$ cat config.mk
export PLATFORM = sky130hd
export DESIGN_NAME = dma_handshake_ctrl
export DESIGN_NICKNAME = d
export VERILOG_FILES = /design/src/rtl/dma_hs_pkg.sv /design/src/rtl/dma_hs_sync.sv /design/src/rtl/dma_hs_ctrl.sv /design/src/rtl/dma_hs_datapath.sv /design/src/rtl/dma_handshake_ctrl.sv
export SDC_FILE = /design/constraint.sdc
export NUM_CORES = 1
export LEC_CHECK = 0
export ABC_AREA = 1
export BUFFER_PORTS_ARGS = -buffer_cell sky130_fd_sc_hd__buf_2
export CAP_MARGIN = 20
export CORE_MARGIN = 8
export CORE_UTILIZATION = 49
export CTS_BUF_LIST = sky130_fd_sc_hd__clkbuf_8
export CTS_CLUSTER_DIAMETER = 50
export DETAILED_ROUTE_END_ITERATION = 16
export PLACE_DENSITY = 0.79
export SYNTH_ARGS = -nofsm -noshare
export SYNTH_HDL_FRONTEND = slang
export SYNTH_SLANG_ARGS = --single-unit
$ cat constraint.sdc
create_clock -name clk -period 1.4 [get_ports clk]
set_input_delay 0.07 -clock clk [delete_from_list [all_inputs] [get_ports clk]]
set_output_delay 0.07 -clock clk [all_outputs]
set_load 0.01 [all_outputs]
$ cat src/rtl/dma_hs_pkg.sv
package dma_hs_pkg;

  typedef enum logic [1:0] {
    MODE_GRANT  = 2'd0,
    MODE_EXT    = 2'd1,
    MODE_PACED  = 2'd2,
    MODE_PACED2 = 2'd3
  } hsMode_e;

  typedef enum logic [2:0] {
    PH_IDLE  = 3'd0,
    PH_LEAD  = 3'd1,
    PH_GRANT = 3'd2,
    PH_TRAIL = 3'd3,
    PH_HOLD  = 3'd4,
    PH_GAP   = 3'd5
  } hsPhase_e;

  // Strobes from the sequencer to the datapath
  typedef struct packed {
    logic capture;   // latch mode/direction/bank, disarm request
    logic loadWait;  // load wait-state counter
    logic decWait;   // count one wait state down
    logic strobeOn;  // read/write strobe active
    logic grantOn;   // grant active
    logic selOn;     // address phase / bank select active
    logic advance;   // access complete: bump address and count
  } hsCtrl_t;

endpackage

$ cat src/rtl/dma_hs_sync.sv
module dma_hs_sync #(
  parameter int   STAGES  = 2,
  parameter logic RST_VAL = 1'b0
) (
  input  logic clk,
  input  logic rst,
  input  logic din,
  output logic dout
);
  logic [STAGES-1:0] pipe;

  always_ff @(posedge clk) begin
    if (rst) pipe <= {STAGES{RST_VAL}};
    else     pipe <= {pipe[STAGES-2:0], din};
  end

  assign dout = pipe[STAGES-1];
endmodule

$ cat src/rtl/dma_hs_ctrl.sv
module dma_hs_ctrl
  import dma_hs_pkg::*;
(
  input  logic    clk,
  input  logic    rst,
  input  logic    reqSync,
  input  logic    armed,
  input  logic    waitDone,
  input  logic    ackIn,
  input  logic    idleEn,
  input  hsMode_e curMode,
  output hsCtrl_t cs
);
  hsPhase_e phase, phaseNext;
  logic ackOk;

  assign ackOk = (curMode == MODE_GRANT) || ackIn;

  always_ff @(posedge clk) begin
    if (rst) phase <= PH_IDLE;
    else     phase <= phaseNext;
  end

  always_comb begin
    phaseNext = phase;
    cs        = '0;
    unique case (phase)
      PH_IDLE: begin
        if (armed && !reqSync) begin
          cs.capture = 1'b1;
          phaseNext  = PH_LEAD;
        end
      end
      PH_LEAD: begin
        cs.strobeOn = 1'b1;
        cs.selOn    = 1'b1;
        cs.loadWait = 1'b1;
        phaseNext   = PH_GRANT;
      end
      PH_GRANT: begin
        cs.strobeOn = 1'b1;
        cs.grantOn  = 1'b1;
        cs.selOn    = 1'b1;
        if (waitDone && ackOk && reqSync) phaseNext = PH_TRAIL;
        else cs.decWait = !waitDone;
      end
      PH_TRAIL: begin
        cs.grantOn = 1'b1;
        cs.selOn   = 1'b1;
        phaseNext  = PH_HOLD;
      end
      PH_HOLD: begin
        cs.selOn   = 1'b1;
        cs.advance = 1'b1;
        phaseNext  = idleEn ? PH_GAP : PH_IDLE;
      end
      PH_GAP:  phaseNext = PH_IDLE;
      default: phaseNext = PH_IDLE;
    endcase
  end
endmodule

$ cat src/rtl/dma_hs_datapath.sv
module dma_hs_datapath
  import dma_hs_pkg::*;
#(
  parameter int ADDR_W      = 16,
  parameter int WAIT_W      = 4,
  parameter int BANKS       = 4,
  parameter int CNT_W       = 16,
  parameter int SYNC_STAGES = 2,
  localparam int BANK_W     = $clog2(BANKS)
) (
  input  logic              clk,
  input  logic              rst,
  input  logic              reqN,
  input  logic [1:0]        modeSel,
  input  logic              dirWrite,
  input  logic [BANK_W-1:0] bankSel,
  input  logic [WAIT_W-1:0] waitStates,
  input  logic [ADDR_W-1:0] baseAddr,
  input  hsCtrl_t           cs,
  output logic              reqSync,
  output logic              armed,
  output logic              waitDone,
  output hsMode_e           curMode,
  output logic              grantN,
  output logic              rdN,
  output logic              wrN,
  output logic [BANKS-1:0]  msN,
  output logic [ADDR_W-1:0] addrOut,
  output logic [CNT_W-1:0]  xferCount
);
  logic              curDir;
  logic [BANK_W-1:0] curBank;
  logic [WAIT_W-1:0] waitCnt;
  logic              busMode;
  logic              grantMode;

  // reset to "requesting" so a request held through reset must rise first
  dma_hs_sync #(.STAGES(SYNC_STAGES), .RST_VAL(1'b0)) reqSync_i (
    .clk(clk), .rst(rst), .din(reqN), .dout(reqSync)
  );

  always_ff @(posedge clk) begin
    if (rst)             armed <= 1'b0;
    else if (cs.capture) armed <= 1'b0;
    else if (reqSync)    armed <= 1'b1;
  end

  always_ff @(posedge clk) begin
    if (rst) begin
      curMode <= MODE_GRANT;
      curDir  <= 1'b0;
      curBank <= '0;
    end else if (cs.capture) begin
      curMode <= hsMode_e'(modeSel);
      curDir  <= dirWrite;
      curBank <= bankSel;
    end
  end

  always_ff @(posedge clk) begin
    if (rst)              waitCnt <= '0;
    else if (cs.loadWait) waitCnt <= waitStates;
    else if (cs.decWait)  waitCnt <= waitCnt - 1'b1;
  end
  assign waitDone = (waitCnt == '0);

  always_ff @(posedge clk) begin
    if (rst) begin
      addrOut   <= baseAddr;
      xferCount <= '0;
    end else if (cs.advance) begin
      addrOut   <= addrOut + 1'b1;
      xferCount <= xferCount + 1'b1;
    end
  end

  assign busMode   = (curMode != MODE_GRANT);
  assign grantMode = (curMode == MODE_GRANT) || (curMode == MODE_EXT);

  assign grantN = ~(cs.grantOn && grantMode);
  assign rdN    = ~(cs.strobeOn && busMode && !curDir);
  assign wrN    = ~(cs.strobeOn && busMode && curDir);

  for (genvar b = 0; b < BANKS; b++) begin : g_bankSel
    assign msN[b] = ~(cs.selOn && busMode && (curBank == BANK_W'(b)));
  end
endmodule

$ cat src/rtl/dma_handshake_ctrl.sv
module dma_handshake_ctrl
  import dma_hs_pkg::*;
#(
  parameter int ADDR_W      = 16,
  parameter int WAIT_W      = 4,
  parameter int BANKS       = 4,
  parameter int CNT_W       = 16,
  parameter int SYNC_STAGES = 2
) (
  input  logic                     clk,
  input  logic                     rst,
  input  logic                     reqN,
  input  logic                     ackIn,
  input  logic [1:0]               modeSel,
  input  logic                     dirWrite,
  input  logic [$clog2(BANKS)-1:0] bankSel,
  input  logic [WAIT_W-1:0]        waitStates,
  input  logic                     idleEn,
  input  logic [ADDR_W-1:0]        baseAddr,
  output logic                     grantN,
  output logic                     rdN,
  output logic                     wrN,
  output logic [BANKS-1:0]         msN,
  output logic [ADDR_W-1:0]        addrOut,
  output logic [CNT_W-1:0]         xferCount
);
  hsCtrl_t cs;
  hsMode_e curMode;
  logic    reqSync;
  logic    armed;
  logic    waitDone;

  dma_hs_ctrl ctrl_i (
    .clk(clk), .rst(rst), .reqSync(reqSync), .armed(armed),
    .waitDone(waitDone), .ackIn(ackIn), .idleEn(idleEn),
    .curMode(curMode), .cs(cs)
  );

  dma_hs_datapath #(
    .ADDR_W(ADDR_W), .WAIT_W(WAIT_W), .BANKS(BANKS),
    .CNT_W(CNT_W), .SYNC_STAGES(SYNC_STAGES)
  ) dp_i (
    .clk(clk), .rst(rst), .reqN(reqN), .modeSel(modeSel),
    .dirWrite(dirWrite), .bankSel(bankSel), .waitStates(waitStates),
    .baseAddr(baseAddr), .cs(cs), .reqSync(reqSync), .armed(armed),
    .waitDone(waitDone), .curMode(curMode), .grantN(grantN),
    .rdN(rdN), .wrN(wrN), .msN(msN), .addrOut(addrOut),
    .xferCount(xferCount)
  );
endmodule

Yosys cells after proc, flatten, opt, wreduce, memory -nomap -nowiden

Index checks and enable logic that the tools add are counted.

Register bits: 47
Bits in latches: 0
Bits in writable memories: 0
ROM bits: 0
Bits of input ports: 30
Output and inout port bits: 39
Logic and storage cells: 75
Memories kept: 0

$add $sub $neg: 3
Multiply operators: 0
Div/mod/pow operators: 0
Order comparisons: 0
Equality and inequality tests: 10
Shift-type cells: 0
Mux-type cells: 17
Bitwise operators: 7
Reduce and logical (&&, ||, !) cells: 29

Operators with widths:

| operator                                            | count |
|---|---|
| adder 16 x 1 -> 16 bit, second input constant       | 2 |
| two-way mux 16 bit                                  | 2 |
| one-hot mux 3 bit (5 select lines)                  | 1 |
| logical AND 1 bit                                   | 12 |
| two-way mux 1 bit                                   | 9 |
| two-way mux 3 bit                                   | 3 |
| two-way mux 4 bit                                   | 2 |
| inverter 1 bit                                      | 7 |
| equality test 3 x 2 -> 1 bit, second input constant | 2 |
| nonzero test 2 bit                                  | 3 |
| OR reduction 2 bit                                  | 3 |
| equality test 2 x 1 -> 1 bit, second input constant | 2 |
| equality test 2 bit, second input constant          | 2 |
| zero test 2 bit                                     | 2 |
| zero test 4 bit                                     | 1 |
| != test 2 x 1 -> 1 bit, second input constant       | 2 |
| OR reduction 4 bit                                  | 1 |
| subtractor 4 x 1 -> 4 bit, second input constant    | 1 |
| equality test 3 x 1 -> 1 bit, second input constant | 1 |
| equality test 3 bit, second input constant          | 1 |
| zero test 1 bit                                     | 3 |
| zero test 3 bit                                     | 1 |
| logical OR 1 bit                                    | 2 |
| AND reduction 2 bit                                 | 1 |

Longest topological paths before layout

Gate-level depths: netlist of run 1.

Word-level depth: 8
Gate-level depth with buffers: 10
Mapped depth without buffers: 10

By module

Synthesis of run 1 repeated with hierarchy kept, for this count alone.

Cells, all modules: 333
Area, all modules: 2484.9 um2

By module, submodules not included:

| module          | times used | cells each | area each (um2) | seq. area each (um2) |
|---|---|---|---|---|
| dma_hs_datapath | 1          | 291        | 2222.1          | 1001.0 |
| dma_hs_ctrl     | 1          | 36         | 207.7           | 60.1 |
| dma_hs_sync     | 1          | 6          | 55.1            | 40.0 |

Least setup slack after synthesis of run 1

OpenSTA, ideal clock, no wires.

Path kind: register -> register
From: register dp_i.addrOut[0]
To: register dp_i.addrOut[14] (data pin)
Library setup time: 0.253 ns
Arrival: 1.311 ns
Required time: 1.147 ns
Slack: -0.164 ns
Stages on the path, launching flop included: 9
Path buffers: 0
Period minus slack after synthesis: 1.564 ns
Path through: edfxtp_1 > ha_1 > nand2_1 > nor3_1 > nand3_1 > nand2_1 > nand2_1 > nand2_1 > nand2_1

Cells in the longest elaborated chain, start to end: 3

Ends and longest elaborated chain:

| what                   | line                  | text |
|---|---|---|
| from (decl)            | dma_hs_datapath.sv:28 | `output logic [ADDR_W-1:0] addrOut,` |
| from (signal assigned) | dma_hs_datapath.sv:69 | `addrOut <= baseAddr;` |
| from (signal assigned) | dma_hs_datapath.sv:72 | `addrOut <= addrOut + 1'b1;` |
| adder 16 x 1 -> 16 bit | dma_hs_datapath.sv:72 |  |
| two-way mux 16 bit     | dma_hs_datapath.sv:71 | `end else if (cs.advance) begin` |
| two-way mux 16 bit     | dma_hs_datapath.sv:68 | `if (rst) begin` |

Every way passes these cells. The select of a mux whose other input is x is not followed.
A chain may end at the register's enable or synchronous reset.

Worst setup path after layout of run 1

From: register ctrl_i.phase[0]
To: output port msN[0]

Cells in the longest elaborated chain, start to end: 6
Elaborated cells on any way between the ends: 9
Those cells by class: eq/ne: 4; mux: 1; bitwise: 1; reduce/logical: 3

Ends and longest elaborated chain:

| what                                                       | line                     | text |
|---|---|---|
| from (decl)                                                | dma_hs_ctrl.sv:14        | `hsPhase_e phase, phaseNext;` |
| from (signal assigned)                                     | dma_hs_ctrl.sv:21        | `else phase <= phaseNext;` |
| equality test 3 x 1 -> 1 bit, or another cell as far along | dma_hs_ctrl.sv:27        | `unique case (phase)` |
| OR reduction 4 bit (no line) (*)                           | n/a                      |  |
| two-way mux 1 bit (*)                                      | dma_hs_ctrl.sv:27        |  |
| logical AND 1 bit (*) (2 in series)                        | dma_hs_datapath.sv:85    | `assign msN[b] = ~(cs.selOn && busMode && (curBank == BANK_W'(b)));` |
| inverter 1 bit (*)                                         | dma_hs_datapath.sv:85    |  |
| to (decl)                                                  | dma_handshake_ctrl.sv:23 | `output logic [BANKS-1:0] msN,` |

Every way passes the cells marked *; elsewhere a longest branch is shown, timed or not.

==> summary.txt, run 1 <==
Run status
  • Status: complete, but fails checks
  • Failing checks: setup timing

Floorplanning
  • Core Footprint: around 0.005 sq mm
  • Width of the die: 87.2 um
  • Cell row count: 26
  • IO Pins: 69
  • Die Y: 87.2 um
  • Initial cell density of the core: 0.496
  • Die area: 0.00761 sq mm

Logic synthesis
  • Number of distinct library cells after synthesis: 31
  • Seq cells post-synth: 47
  • Mapped Cells: between 300 and 400
  • Average cell area after synthesis: slightly above 7 sq um
  • Synth Net Count: ~380
  • Yosys warnings: 0
  • Syn Std Cell Area: between 0.002 and 0.0025 sq mm
  • Post-synthesis sequential area ratio: 0.443

Pwr
  • Internal Power: 2600 uW
  • Seq pwr share: 0.430
  • Combinational share of power: 0.342
  • Peak supply drop: 0.557 mV
  • Clock power share: 0.227
  • Pwr Density: around 1100 mW/mm^2
  • P_sw: roughly 1300 uW
  • Leakage power total: 0.00164 uW
  • Sw frac: 0.333
  • Total Power: roughly 4000 uW

STA
  • Setup TNS Final: -0.232 ns
  • Post-route minimum period: 1.45 ns
  • Max-slew violation count: 0
  • Period utilisation layout: 1.04
  • Skew final: 0.00793 ns
  • RSZ-0062 raised after global routing: yes
  • Worst slew pin tran: 0.395 ns
  • Final hold viol count: 0
  • Setup violators final: 10
  • Relative slew margins: 0.736
  • Final worst slack: -0.0515 ns
  • Peak Freq: 689 MHz

Finish
  • Share of post-route cells with drive strength above 1: 0.374
  • Area Overhead vs Synth: 45.4%
  • Fin nets: 487
  • # diodes: 0
  • Design Area, Final: roughly 0.0036 sq mm

Clocking
  • H-tree depth: 2
  • Clock Latency Late Sink: 0.30 ns
  • Root buf cell: clkbuf_8
  • Reg clk slew, reported paths: 0.09 ns
  • CTS max path bufs: 2
  • Clock Sinks: 47
  • Inserted Clock Buffers: 5
  • CTS tree: built

Worst setup path
  • Setup crit start kind: flip-flop
  • CP arrival: around 1.4 ns
  • Crit. Startpoint: ctrl_i.phase[0]$_SDFFE_PP0P_
  • CP max FO: 4
  • Crit path capture type: output pin
  • Worst setup path class: flip-flop to output pin
  • Worst flop-to-flop path startpoint: ctrl_i.phase[0]$_SDFFE_PP0P_
  • R2r worst-path depth: 9
  • WP data required: 1.33 ns

Global route
  • Total gr overflow: 0
  • Total global routing track utilization: 0.175
  • Largest net degree at the start of global routing: 33
  • Vias in the first global route: 2569
  • Initial antenna violation count: 0
  • First-pass GRT wire length: 10.8 mm

Drt
  • Drt first-iter violations: 119
  • WL/cell: ~13 um
  • DRT antenna net count: 0
  • Post-DR vias/cell: 5.01
  • Met3 WL post-DR: ~480 um
  • Met2 WL: 3.61 mm
  • Top layer in use: met4
  • Met1 WL: between 2 and 3 mm
  • Drt drc: 0
  • Vias post-DR: 2628
  • DR pass1 iterations: 5
  • WL final: 7.07 mm

Placement
  • Area post-placement: around 0.0031 sq mm
  • HPWL Detailed: around 4.6 mm
  • # port buffers: 68
  • Pre-CTS setup slack: -0.0606 ns
  • Gpl congestion: 0.913

Hold path
  • Min-Delay Startpoint: modeSel[0]
  • WHS Path Cells: 3
  • Hold Path Class: input port to flip-flop

Run
  • Max-Cap Viols: 0
[power by group through the flow]
stage | logic, uW | clock network (uW) | registers, uW
after detailed placement | 944 | 0 | 1690
after global routing | 1480 | 960 | 1700
final | 1330 | 887 | 1680
after floorplan | 597 | 0 | 1690
after global placement | 920 | 0 | 1690
after CTS | 1110 | 913 | 1670
[stage by stage]
stage          hold WS [ns]  instances  utilization
6_report             0.0289        525        0.722
5_1_grt              0.0369        525        0.722
4_1_cts              0.0178        516        0.668
3_5_place_dp          0.278        499        0.621
3_3_place_gp          0.271        499        0.621
2_1_floorplan         0.177        345            -
[state kept, by name, summed over array words and instances (netlist names)]
name                 flops
dp_i.armed               1
dp_i.curBank             2
dp_i.waitCnt             4
dp_i.addrOut            16
ctrl_i.phase             3
dp_i.curMode             2
dp_i.reqSync_i.pipe      2
dp_i.curDir              1
dp_i.xferCount          16
[cells in the final DEF (no fill, tap or decap), types with 3 or more instances in the layout]
cell type  instances
buf_4             36
nand3_2           11
clkbuf_8           7
nand2_4            3
dfxtp_1           26
nand2_1           73
nand3_1           18
buf_2             65
nand4_1            7
edfxtp_1          16
nor3_4             3
o21ai_1            4
nor2_1            44
dfxtp_4            5
a21oi_1           14
buf_6              5
xor2_1             5
o21ai_2            3
nand2_2            7
nor2_4            10
o21ai_0           19
inv_1             44
[cell families (layout without fill, tap and decap cells)]
logic type	after synthesis	after routing	synth area share
compound gates	49	49	0.107
xor+xnor	7	7	0.0247
fa+ha+maj	3	3	0.0151
buf+inv	53	163	0.0800
flops	47	47	0.443
simple gates	186	186	0.330
[path summary, 6_finish.rpt]
kind	to	slack, ns
max	msN[0]	-0.05
min	dp_i.curMode[0]$_SDFFE_PP0P_	0.03
max reg2reg	dp_i.xferCount[13]$_SDFFE_PP0N_	-0.03
min reg2reg	dp_i.reqSync_i.pipe[1]$_SDFF_PP0_	0.41
[repair_timing]
action	CTS	global route
endpoints found under the hold margin	1	0
resized for setup	21	53
pin swaps	6	15
hold buffers	1	0
setup endpoints to repair	13	34
setup buffers	9	9
[worst max-delay path, stage by stage, from the launching register on]
cell and delay, ns:
dfxtp_4 0.37, nor2_4 0.13, buf_6 0.12, o21ai_4 0.05
nor2_4 0.17, nand3_2 0.10, buf_6 0.13
[final cells by class]
cell class | instances | area (sq um)
multi-input combinational | 245 | 1430
fill | 379 | 1390
sequential | 47 | 1120
timing repair buffer | 109 | 702
inverter | 46 | 175
clock buffer | 7 | 96.3
tap | 70 | 87.6
clock inverter | 1 | 3.75
[per-layer routing]
metal  global-route usage  vias to the layer above
met3               0.0519                        4
li1                     -                     1337
met4               0.0578                        0
met1                0.189                     1211
met2                0.316                       76
met5                    0                        -
[Yosys cell counts]
library cell | number | area, sq um
and3_1 | 1 | 6.26
dfxtp_1 | 31 | 621
nor2_2 | 2 | 12.5
edfxtp_1 | 16 | 480
nand3_2 | 1 | 10.0
nor2_4 | 4 | 45.0
o221ai_1 | 1 | 8.76
nand2_2 | 2 | 12.5
a211oi_1 | 1 | 7.51
o211ai_1 | 1 | 7.51
xor2_1 | 5 | 43.8
o211a_1 | 1 | 10.0
a21oi_1 | 14 | 70.1
clkbuf_1 | 7 | 26.3
nor2_1 | 50 | 188
nand3_1 | 30 | 150
inv_1 | 45 | 169
ha_1 | 3 | 37.5
xnor2_1 | 2 | 17.5
a31oi_1 | 2 | 12.5
o21a_1 | 1 | 7.51
inv_2 | 1 | 3.75
nor3_1 | 4 | 20.0
o31ai_1 | 1 | 7.51
nor3_2 | 1 | 10.0
o21ai_1 | 1 | 5.00
nand4_1 | 7 | 43.8
o21ai_0 | 26 | 130
nor3b_1 | 1 | 7.51
nand3b_1 | 1 | 7.51
nand2_1 | 82 | 308
Power figures use the tool's default switching activity.
==> run 2: changes to the inputs <==
--- a/config.mk
+++ b/config.mk
@@ -7,13 +7,14 @@
 export LEC_CHECK = 0
 export ABC_AREA = 1
 export BUFFER_PORTS_ARGS = -buffer_cell sky130_fd_sc_hd__buf_2
-export CAP_MARGIN = 20
+export CELL_PAD_IN_SITES_DETAIL_PLACEMENT = 2
+export CELL_PAD_IN_SITES_GLOBAL_PLACEMENT = 2
 export CORE_MARGIN = 8
-export CORE_UTILIZATION = 49
+export CORE_UTILIZATION = 26
 export CTS_BUF_LIST = sky130_fd_sc_hd__clkbuf_8
 export CTS_CLUSTER_DIAMETER = 50
 export DETAILED_ROUTE_END_ITERATION = 16
-export PLACE_DENSITY = 0.79
+export PLACE_DENSITY_LB_ADDON = 0.1
 export SYNTH_ARGS = -nofsm -noshare
 export SYNTH_HDL_FRONTEND = slang
 export SYNTH_SLANG_ARGS = --single-unit
==> run 2 against run 1 <==
Effect of this change: the flow still finishes with violations (setup timing); register-to-register slack lost 0.04 ns; clock skew is 0.0010 ns lower; sequential share of layout area fell by 1.5 points; cell area rose by 4.7%; sequential power hardly changed; sequential cell count did not move; first-iteration DRC count decreased by 49%; combinational power grew 14%; critical path depth is the same; utilization is 31 points lower; critical path type is now flip-flop to flip-flop.
==> summary.txt, run 2 (synthesized netlist as in run 1, its figures left out) <==
Run status
  • Status: complete, but fails checks (unchanged)
  • Failing checks: setup timing (unchanged)

Worst setup path
  • Reg2reg setup slack: -0.07 ns (was -0.03 ns)
  • CP max FO: 4 (unchanged)
  • WP data required: 1.45 ns (was 1.33 ns)
  • R2r worst-path depth: 6 (was 9)
  • Worst flop-to-flop path startpoint: dp_i.addrOut[0]$_DFFE_PP_ (was ctrl_i.phase[0]$_SDFFE_PP0P_)
  • Worst setup path class: flip-flop to flip-flop (was flip-flop to output pin)
  • Setup crit start kind: flip-flop (unchanged)
  • Worst R2R End: dp_i.addrOut[6]$_DFFE_PP_ (was dp_i.xferCount[13]$_SDFFE_PP0N_)
  • CP arrival: 1.53 ns (was 1.38 ns)
  • Crit path capture type: flip-flop (was output pin)

STA
  • Peak Freq: 678 MHz (was 689 MHz)
  • Final hold viol count: 0 (unchanged)
  • RSZ-0062 raised after global routing: yes (unchanged)
  • Post-route minimum period: 1.47 ns (was 1.45 ns)
  • Period utilisation layout: 1.05 (was 1.04)
  • Setup violators final: 14 (was 10)
  • Worst slew pin tran: 0.350 ns (was 0.395 ns)
  • Skew final: 0.00691 ns (was 0.00793 ns)
  • Max-slew violation count: 0 (unchanged)
  • Relative slew margins: 0.766 (was 0.736)
  • Final worst slack: -0.0741 ns (was -0.0515 ns)

Pwr
  • Clock power share: 0.208 (was 0.227)
  • P_sw: 1480 uW (was 1300 uW)
  • Combinational share of power: 0.373 (was 0.342)
  • Pwr Density: 1070 mW/mm^2 (was 1080 mW/mm^2)
  • Internal Power: 2580 uW (was 2600 uW)
  • Sw frac: 0.364 (was 0.333)
  • Peak supply drop: 0.429 mV (was 0.557 mV)
  • Leakage power total: 0.00170 uW (was 0.00164 uW)
  • Seq pwr share: 0.420 (was 0.430)

Finish
  • Area Overhead vs Synth: 52.3% (was 45.4%)
  • Fin nets: 499 (was 487)
  • # diodes: 0 (unchanged)
  • Commonest non-fill, non-tap cells in the layout: nand2_1 (71), buf_2 (65), buf_4 (47) (was nand2_1 (73), buf_2 (65), inv_1 (44), nor2_1 (44), buf_4 (36))
  • Area of the multi-input gates: 0.00146 sq mm (was 0.00143 sq mm)
  • Share of post-route cells with drive strength above 1: 0.411 (was 0.374)
  • Commonest non-fill, non-tap cell in the layout: nand2_1 (unchanged)
  • Non-Filler Instances: 596 (was 525)
  • # fillers: 1089 (was 379)
  • Storage element area: 0.00112 sq mm (about the same)
  • Top Registers: dp_i.addrOut (16), dp_i.xferCount (16), dp_i.waitCnt (4) (unchanged)

Floorplanning
  • Die area: 0.0129 sq mm (was 0.00761 sq mm)
  • Cell row count: 35 (was 26)
  • Die Y: 114 um (was 87.2 um)
  • Core Footprint: 0.00924 sq mm (was 0.00501 sq mm)
  • Initial cell density of the core: 0.269 (was 0.496)
  • Width of the die: 114 um (was 87.2 um)
  • IO Pins: 69 (unchanged)

Placement
  • HPWL Detailed: 6.96 mm (was 4.64 mm)
  • # port buffers: 68 (unchanged)
  • Gpl congestion: 0.723 (was 0.913)
  • Post-Place Cells: 570 (was 499)
  • Pre-CTS setup slack: -0.166 ns (was -0.0606 ns)

Global route
  • Initial antenna violation count: 0 (unchanged)
  • Vias in the first global route: 3080 (was 2569)
  • First-pass GRT wire length: 14.8 mm (was 10.8 mm)
  • Total global routing track utilization: 0.141 (was 0.175)
  • Total gr overflow: 0 (unchanged)
  • Largest net degree at the start of global routing: 26 (was 33)

Clocking
  • H-tree depth: 2 (unchanged)
  • CTS tree: built (unchanged)
  • CTS max path bufs: 2 (unchanged)
  • Reg clk slew, reported paths: 0.10 ns (was 0.09 ns)
  • Root buf cell: clkbuf_8 (unchanged)
  • Clock Sinks: 47 (unchanged)
  • Clock Latency Late Sink: 0.31 ns (was 0.30 ns)
  • Inserted Clock Buffers: 5 (unchanged)

Hold path
  • Hold endpoint: dp_i.curMode[0]$_SDFFE_PP0P_ (unchanged)
  • WHS Path Cells: 3 (unchanged)
  • Hold Path Class: input port to flip-flop (unchanged)
  • Min-Delay Startpoint: modeSel[0] (unchanged)

Drt
  • DR pass1 iterations: 4 (was 5)
  • Post-DR vias/cell: 4.59 (was 5.01)
  • WL/cell: 15.7 um (was 13.5 um)
  • Drt drc: 0 (unchanged)
  • DRT antenna net count: 0 (unchanged)
  • Vias post-DR: 2734 (was 2628)
  • Drt first-iter violations: 61 (was 119)
  • WL final: 9.34 mm (was 7.07 mm)

Run
  • Max-Cap Viols: 0 (unchanged)
==> run 2: routing by layer <==
layer / GRT usage / share of wire / wire length [um] / vias up
met5: 0 / 0 / 0 / -
met4: 0.0337 / 0.0081 / 76 / 0
met3: 0.0306 / 0.041 / 382 / 6
met2: 0.259 / 0.51 / 4730 / 45
met1: 0.161 / 0.44 / 4150 / 1324
li1: - / - / - / 1359
==> run 2: critical path, cell delays in order (launching register included) <==
cell and delay (ns):
edfxtp_1 0.48, ha_4 0.19, nand2_4 0.07, nor3_4 0.16
buf_4 0.14, xnor2_1 0.10, o21ai_1 0.07
==> run 2: power by group through the flow <==
stage / combinational [uW] / sequential [uW] / clock, uW
4_1_cts: 1290 / 1680 / 883
5_1_grt: 1660 / 1720 / 924
2_1_floorplan: 597 / 1690 / 0
3_3_place_gp: 1010 / 1680 / 0
3_5_place_dp: 1090 / 1690 / 0
6_report: 1510 / 1700 / 842
==> run 2: layout make-up <==
type	instances	area share
clock buffer	5	0.0182
clock inverter	3	0.00330
inverter	46	0.0476
multi-input combinational	245	0.385
sequential	47	0.295
tap	129	0.0426
timing repair buffer	121	0.208
==> run 2: worst max-delay path by stage <==
stage                              startpoint                          to  slack (ns)  depth (start not counted)
finish              dp_i.addrOut[0]$_DFFE_PP_   dp_i.addrOut[6]$_DFFE_PP_       -0.07                          6
global route        dp_i.addrOut[0]$_DFFE_PP_  dp_i.addrOut[10]$_DFFE_PP_       -0.17                          8
CTS                 dp_i.addrOut[0]$_DFFE_PP_  dp_i.addrOut[10]$_DFFE_PP_       -0.09                          8
detailed placement  dp_i.addrOut[0]$_DFFE_PP_  dp_i.addrOut[10]$_DFFE_PP_       -0.17                          8
global placement    dp_i.addrOut[0]$_DFFE_PP_  dp_i.addrOut[14]$_DFFE_PP_       -0.06                          8
floorplan           dp_i.addrOut[0]$_DFFE_PP_  dp_i.addrOut[14]$_DFFE_PP_       -0.09                          8
==> run 2: repair_timing <==
item,in CTS,in global routing
buffers inserted,6,13
setup endpoints to repair,22,30
pin swaps,14,23
gates resized for setup,35,60
hold buffers,1,0
hold endpoints to repair,1,0
==> run 2: metrics by stage <==
step                utilization  area (sq um)  power [uW]  hold slack [ns]  setup TNS [ns]
global placement          0.353          3260        2690            0.273          -0.209
detailed placement        0.353          3260        2780            0.309           -1.06
finish                    0.410          3790        4050          0.00139          -0.854
CTS                       0.378          3490        3860           0.0104          -0.762
global route              0.410          3790        4300           0.0234           -2.33
floorplan                     -          2510        2290            0.177          -0.316
==> run 3: changes to the inputs <==
==> constraint.sdc (replaced) <==
create_clock -name clk -period 1.4 [get_ports clk]
set_input_delay 0.28 -clock clk [delete_from_list [all_inputs] [get_ports clk]]
set_output_delay 0.28 -clock clk [all_outputs]
set_load 0.01 [all_outputs]
==> run 3 against run 2 <==
Effect of this change: the flow still finishes with violations (setup timing); maximum frequency fell by 9.1%; combinational power decreased by 5%; cell area up 3.9%; power decreased by 2.0%; wire length increased by 3.1%; count of clock-buffer cells in the layout unchanged.
==> summary.txt, run 3 (synthesized netlist as in run 1, its figures left out) <==
Global route
  • First-pass GRT wire length: 15.2 mm (was 14.8 mm)
  • Vias in the first global route: 3117 (was 3080)
  • Largest net degree at the start of global routing: 17 (was 26)
  • Total gr overflow: 0 (unchanged)
  • Total global routing track utilization: 0.146 (was 0.141)
  • Initial antenna violation count: 0 (unchanged)

Pwr
  • Sw frac: 0.354 (was 0.364)
  • Seq pwr share: 0.428 (was 0.420)
  • Pwr Density: 1010 mW/mm^2 (was 1070 mW/mm^2)
  • Peak supply drop: 0.391 mV (was 0.429 mV)
  • P_sw: 1410 uW (was 1480 uW)
  • Leakage power total: 0.00178 uW (was 0.00170 uW)
  • Combinational share of power: 0.363 (was 0.373)
  • Clock power share: 0.209 (was 0.208)
  • Internal Power: 2570 uW (was 2580 uW)

Drt
  • Drt first-iter violations: 48 (was 61)
  • Post-DR vias/cell: 4.61 (was 4.59)
  • Drt drc: 0 (unchanged)
  • DR pass1 iterations: 4 (unchanged)
  • DRT antenna net count: 0 (unchanged)
  • WL final: 9.63 mm (was 9.34 mm)
  • WL/cell: 15.8 um (was 15.7 um)
  • Vias post-DR: 2803 (was 2734)

Finish
  • # fillers: 1100 (was 1089)
  • Commonest non-fill, non-tap cells in the layout: nand2_1 (70), buf_2 (66), buf_4 (52) (was nand2_1 (71), buf_2 (65), buf_4 (47))
  • Top Registers: dp_i.addrOut (16), dp_i.xferCount (16), dp_i.waitCnt (4) (unchanged)
  • Fin nets: 511 (was 499)
  • # diodes: 0 (unchanged)
  • Commonest non-fill, non-tap cell in the layout: nand2_1 (unchanged)
  • Area Overhead vs Synth: 58.2% (was 52.3%)
  • Share of post-route cells with drive strength above 1: 0.441 (was 0.411)

STA
  • Skew final: 0.00990 ns (was 0.00691 ns)
  • Peak Freq: 616 MHz (was 678 MHz)
  • WHS: 0.181 ns (was 0.00139 ns)
  • Post-route minimum period: 1.62 ns (was 1.47 ns)
  • Final hold viol count: 0 (unchanged)
  • Max-slew violation count: 0 (unchanged)
  • Relative slew margins: 0.715 (was 0.766)
  • Period utilisation layout: 1.16 (was 1.05)
  • Final worst slack: -0.222 ns (was -0.0741 ns)
  • Setup TNS Final: -3.56 ns (was -0.854 ns)
  • RSZ-0062 raised after global routing: yes (unchanged)
  • Setup violators final: 41 (was 14)
  • Worst slew pin tran: 0.428 ns (was 0.350 ns)

Floorplanning
  • Die Y: 114 um (unchanged)
  • Cell row count: 35 (unchanged)
  • Width of the die: 114 um (unchanged)
  • IO Pins: 69 (unchanged)
  • Die area: 0.0129 sq mm (unchanged)
  • Initial cell density of the core: 0.269 (unchanged)
  • Core Footprint: 0.00924 sq mm (unchanged)

Clocking
  • Clock Latency Late Sink: 0.31 ns (about the same)
  • Reg clk slew, reported paths: 0.10 ns (about the same)
  • H-tree depth: 2 (unchanged)
  • CTS max path bufs: 2 (unchanged)
  • Inserted Clock Buffers: 5 (unchanged)
  • Clock Sinks: 47 (unchanged)
  • CTS tree: built (unchanged)
  • Root buf cell: clkbuf_8 (unchanged)

Placement
  • HPWL Detailed: 6.91 mm (was 6.96 mm)
  • # port buffers: 68 (unchanged)
  • Pre-CTS setup slack: -0.160 ns (was -0.166 ns)
  • Gpl congestion: 0.775 (was 0.723)

Worst setup path
  • Setup crit start kind: flip-flop (unchanged)
  • WP data required: 1.12 ns (was 1.45 ns)
  • CP arrival: 1.34 ns (was 1.53 ns)
  • Crit path capture type: output pin (was flip-flop)
  • CP max FO: 4 (unchanged)
  • Worst setup path class: flip-flop to output pin (was flip-flop to flip-flop)

Hold path
  • Hold Path Class: input port to flip-flop (unchanged)

Run status
  • Failing checks: setup timing (unchanged)
  • Status: complete, but fails checks (unchanged)

Run
  • Max-Cap Viols: 0 (unchanged)
-- run 3: cell count changes in the layout (fill, tap and decap cells not counted), sizes merged --
| cell | previous run | this run |
|---|---|---|
| buf | 120 | 133 |
| dlygate4sd3 | 1 | 0 |
-- run 3: final timing paths --
path | start | endpoint | slack [ns] | cells after the start
setup / recovery | ctrl_i.phase[0]$_SDFFE_PP0P_ | msN[2] | -0.22 | 5
hold / removal | reqN | dp_i.reqSync_i.pipe[0]$_SDFF_PP0_ | 0.18 | 3
setup reg to reg | ctrl_i.phase[0]$_SDFFE_PP0P_ | dp_i.xferCount[5]$_SDFFE_PP0N_ | -0.15 | 10
hold reg to reg | dp_i.reqSync_i.pipe[0]$_SDFF_PP0_ | dp_i.reqSync_i.pipe[1]$_SDFF_PP0_ | 0.41 | 2
-- run 3: routing by layer --
metal	vias up	global-route usage	wire (um)
met5	-	0	0
met3	9	0.0275	287
li1	1385	-	-
met2	47	0.275	4970
met4	0	0.0364	113
met1	1362	0.165	4250
-- run 3: cell type report --
cell class | count | area, sq um | share of cell area
Tap cell | 129 | 161 | 0.0410
Multi-Input combinational cell | 245 | 1500 | 0.381
Clock inverter | 3 | 12.5 | 0.00318
Timing Repair Buffer | 133 | 898 | 0.228
Sequential cell | 47 | 1120 | 0.284
Inverter | 46 | 175 | 0.0445
Clock buffer | 5 | 68.8 | 0.0175
-- run 3: worst max-delay path: stages (launching register included) --
cell and delay (ns):
dfxtp_4 0.38, nor2_4 0.15, o21ai_2 0.10, nor2_4 0.14
nand3_1 0.11, buf_2 0.15
-- run 3: through the flow --
| step | area, sq um | total power, uW | utilization | instances |
|---|---|---|---|---|
| final | 3930 | 3970 | 0.426 | 608 |
| after global routing | 3930 | 4260 | 0.426 | 608 |
| after CTS | 3690 | 3790 | 0.399 | 598 |
| after detailed placement | 3290 | 2730 | 0.357 | 575 |
| after global placement | 3290 | 2670 | 0.357 | 575 |
| after floorplan | 2510 | 2290 | - | 345 |
-- run 3: power groups by stage --
stage               Combinational (uW)  Sequential (uW)  Clock (uW)
detailed placement                1030             1690           0
CTS                               1220             1680         886
floorplan                          595             1690           0
global route                      1610             1720         926
global placement                   985             1690           0
finish                            1440             1700         831
-- run 3: repair_timing --
item                       CTS  global route
resized for setup           54            53
hold buffers                 0             0
pin swaps                   27            27
setup endpoints to repair   22            43
cloned                       0             0
buffers inserted            15            12
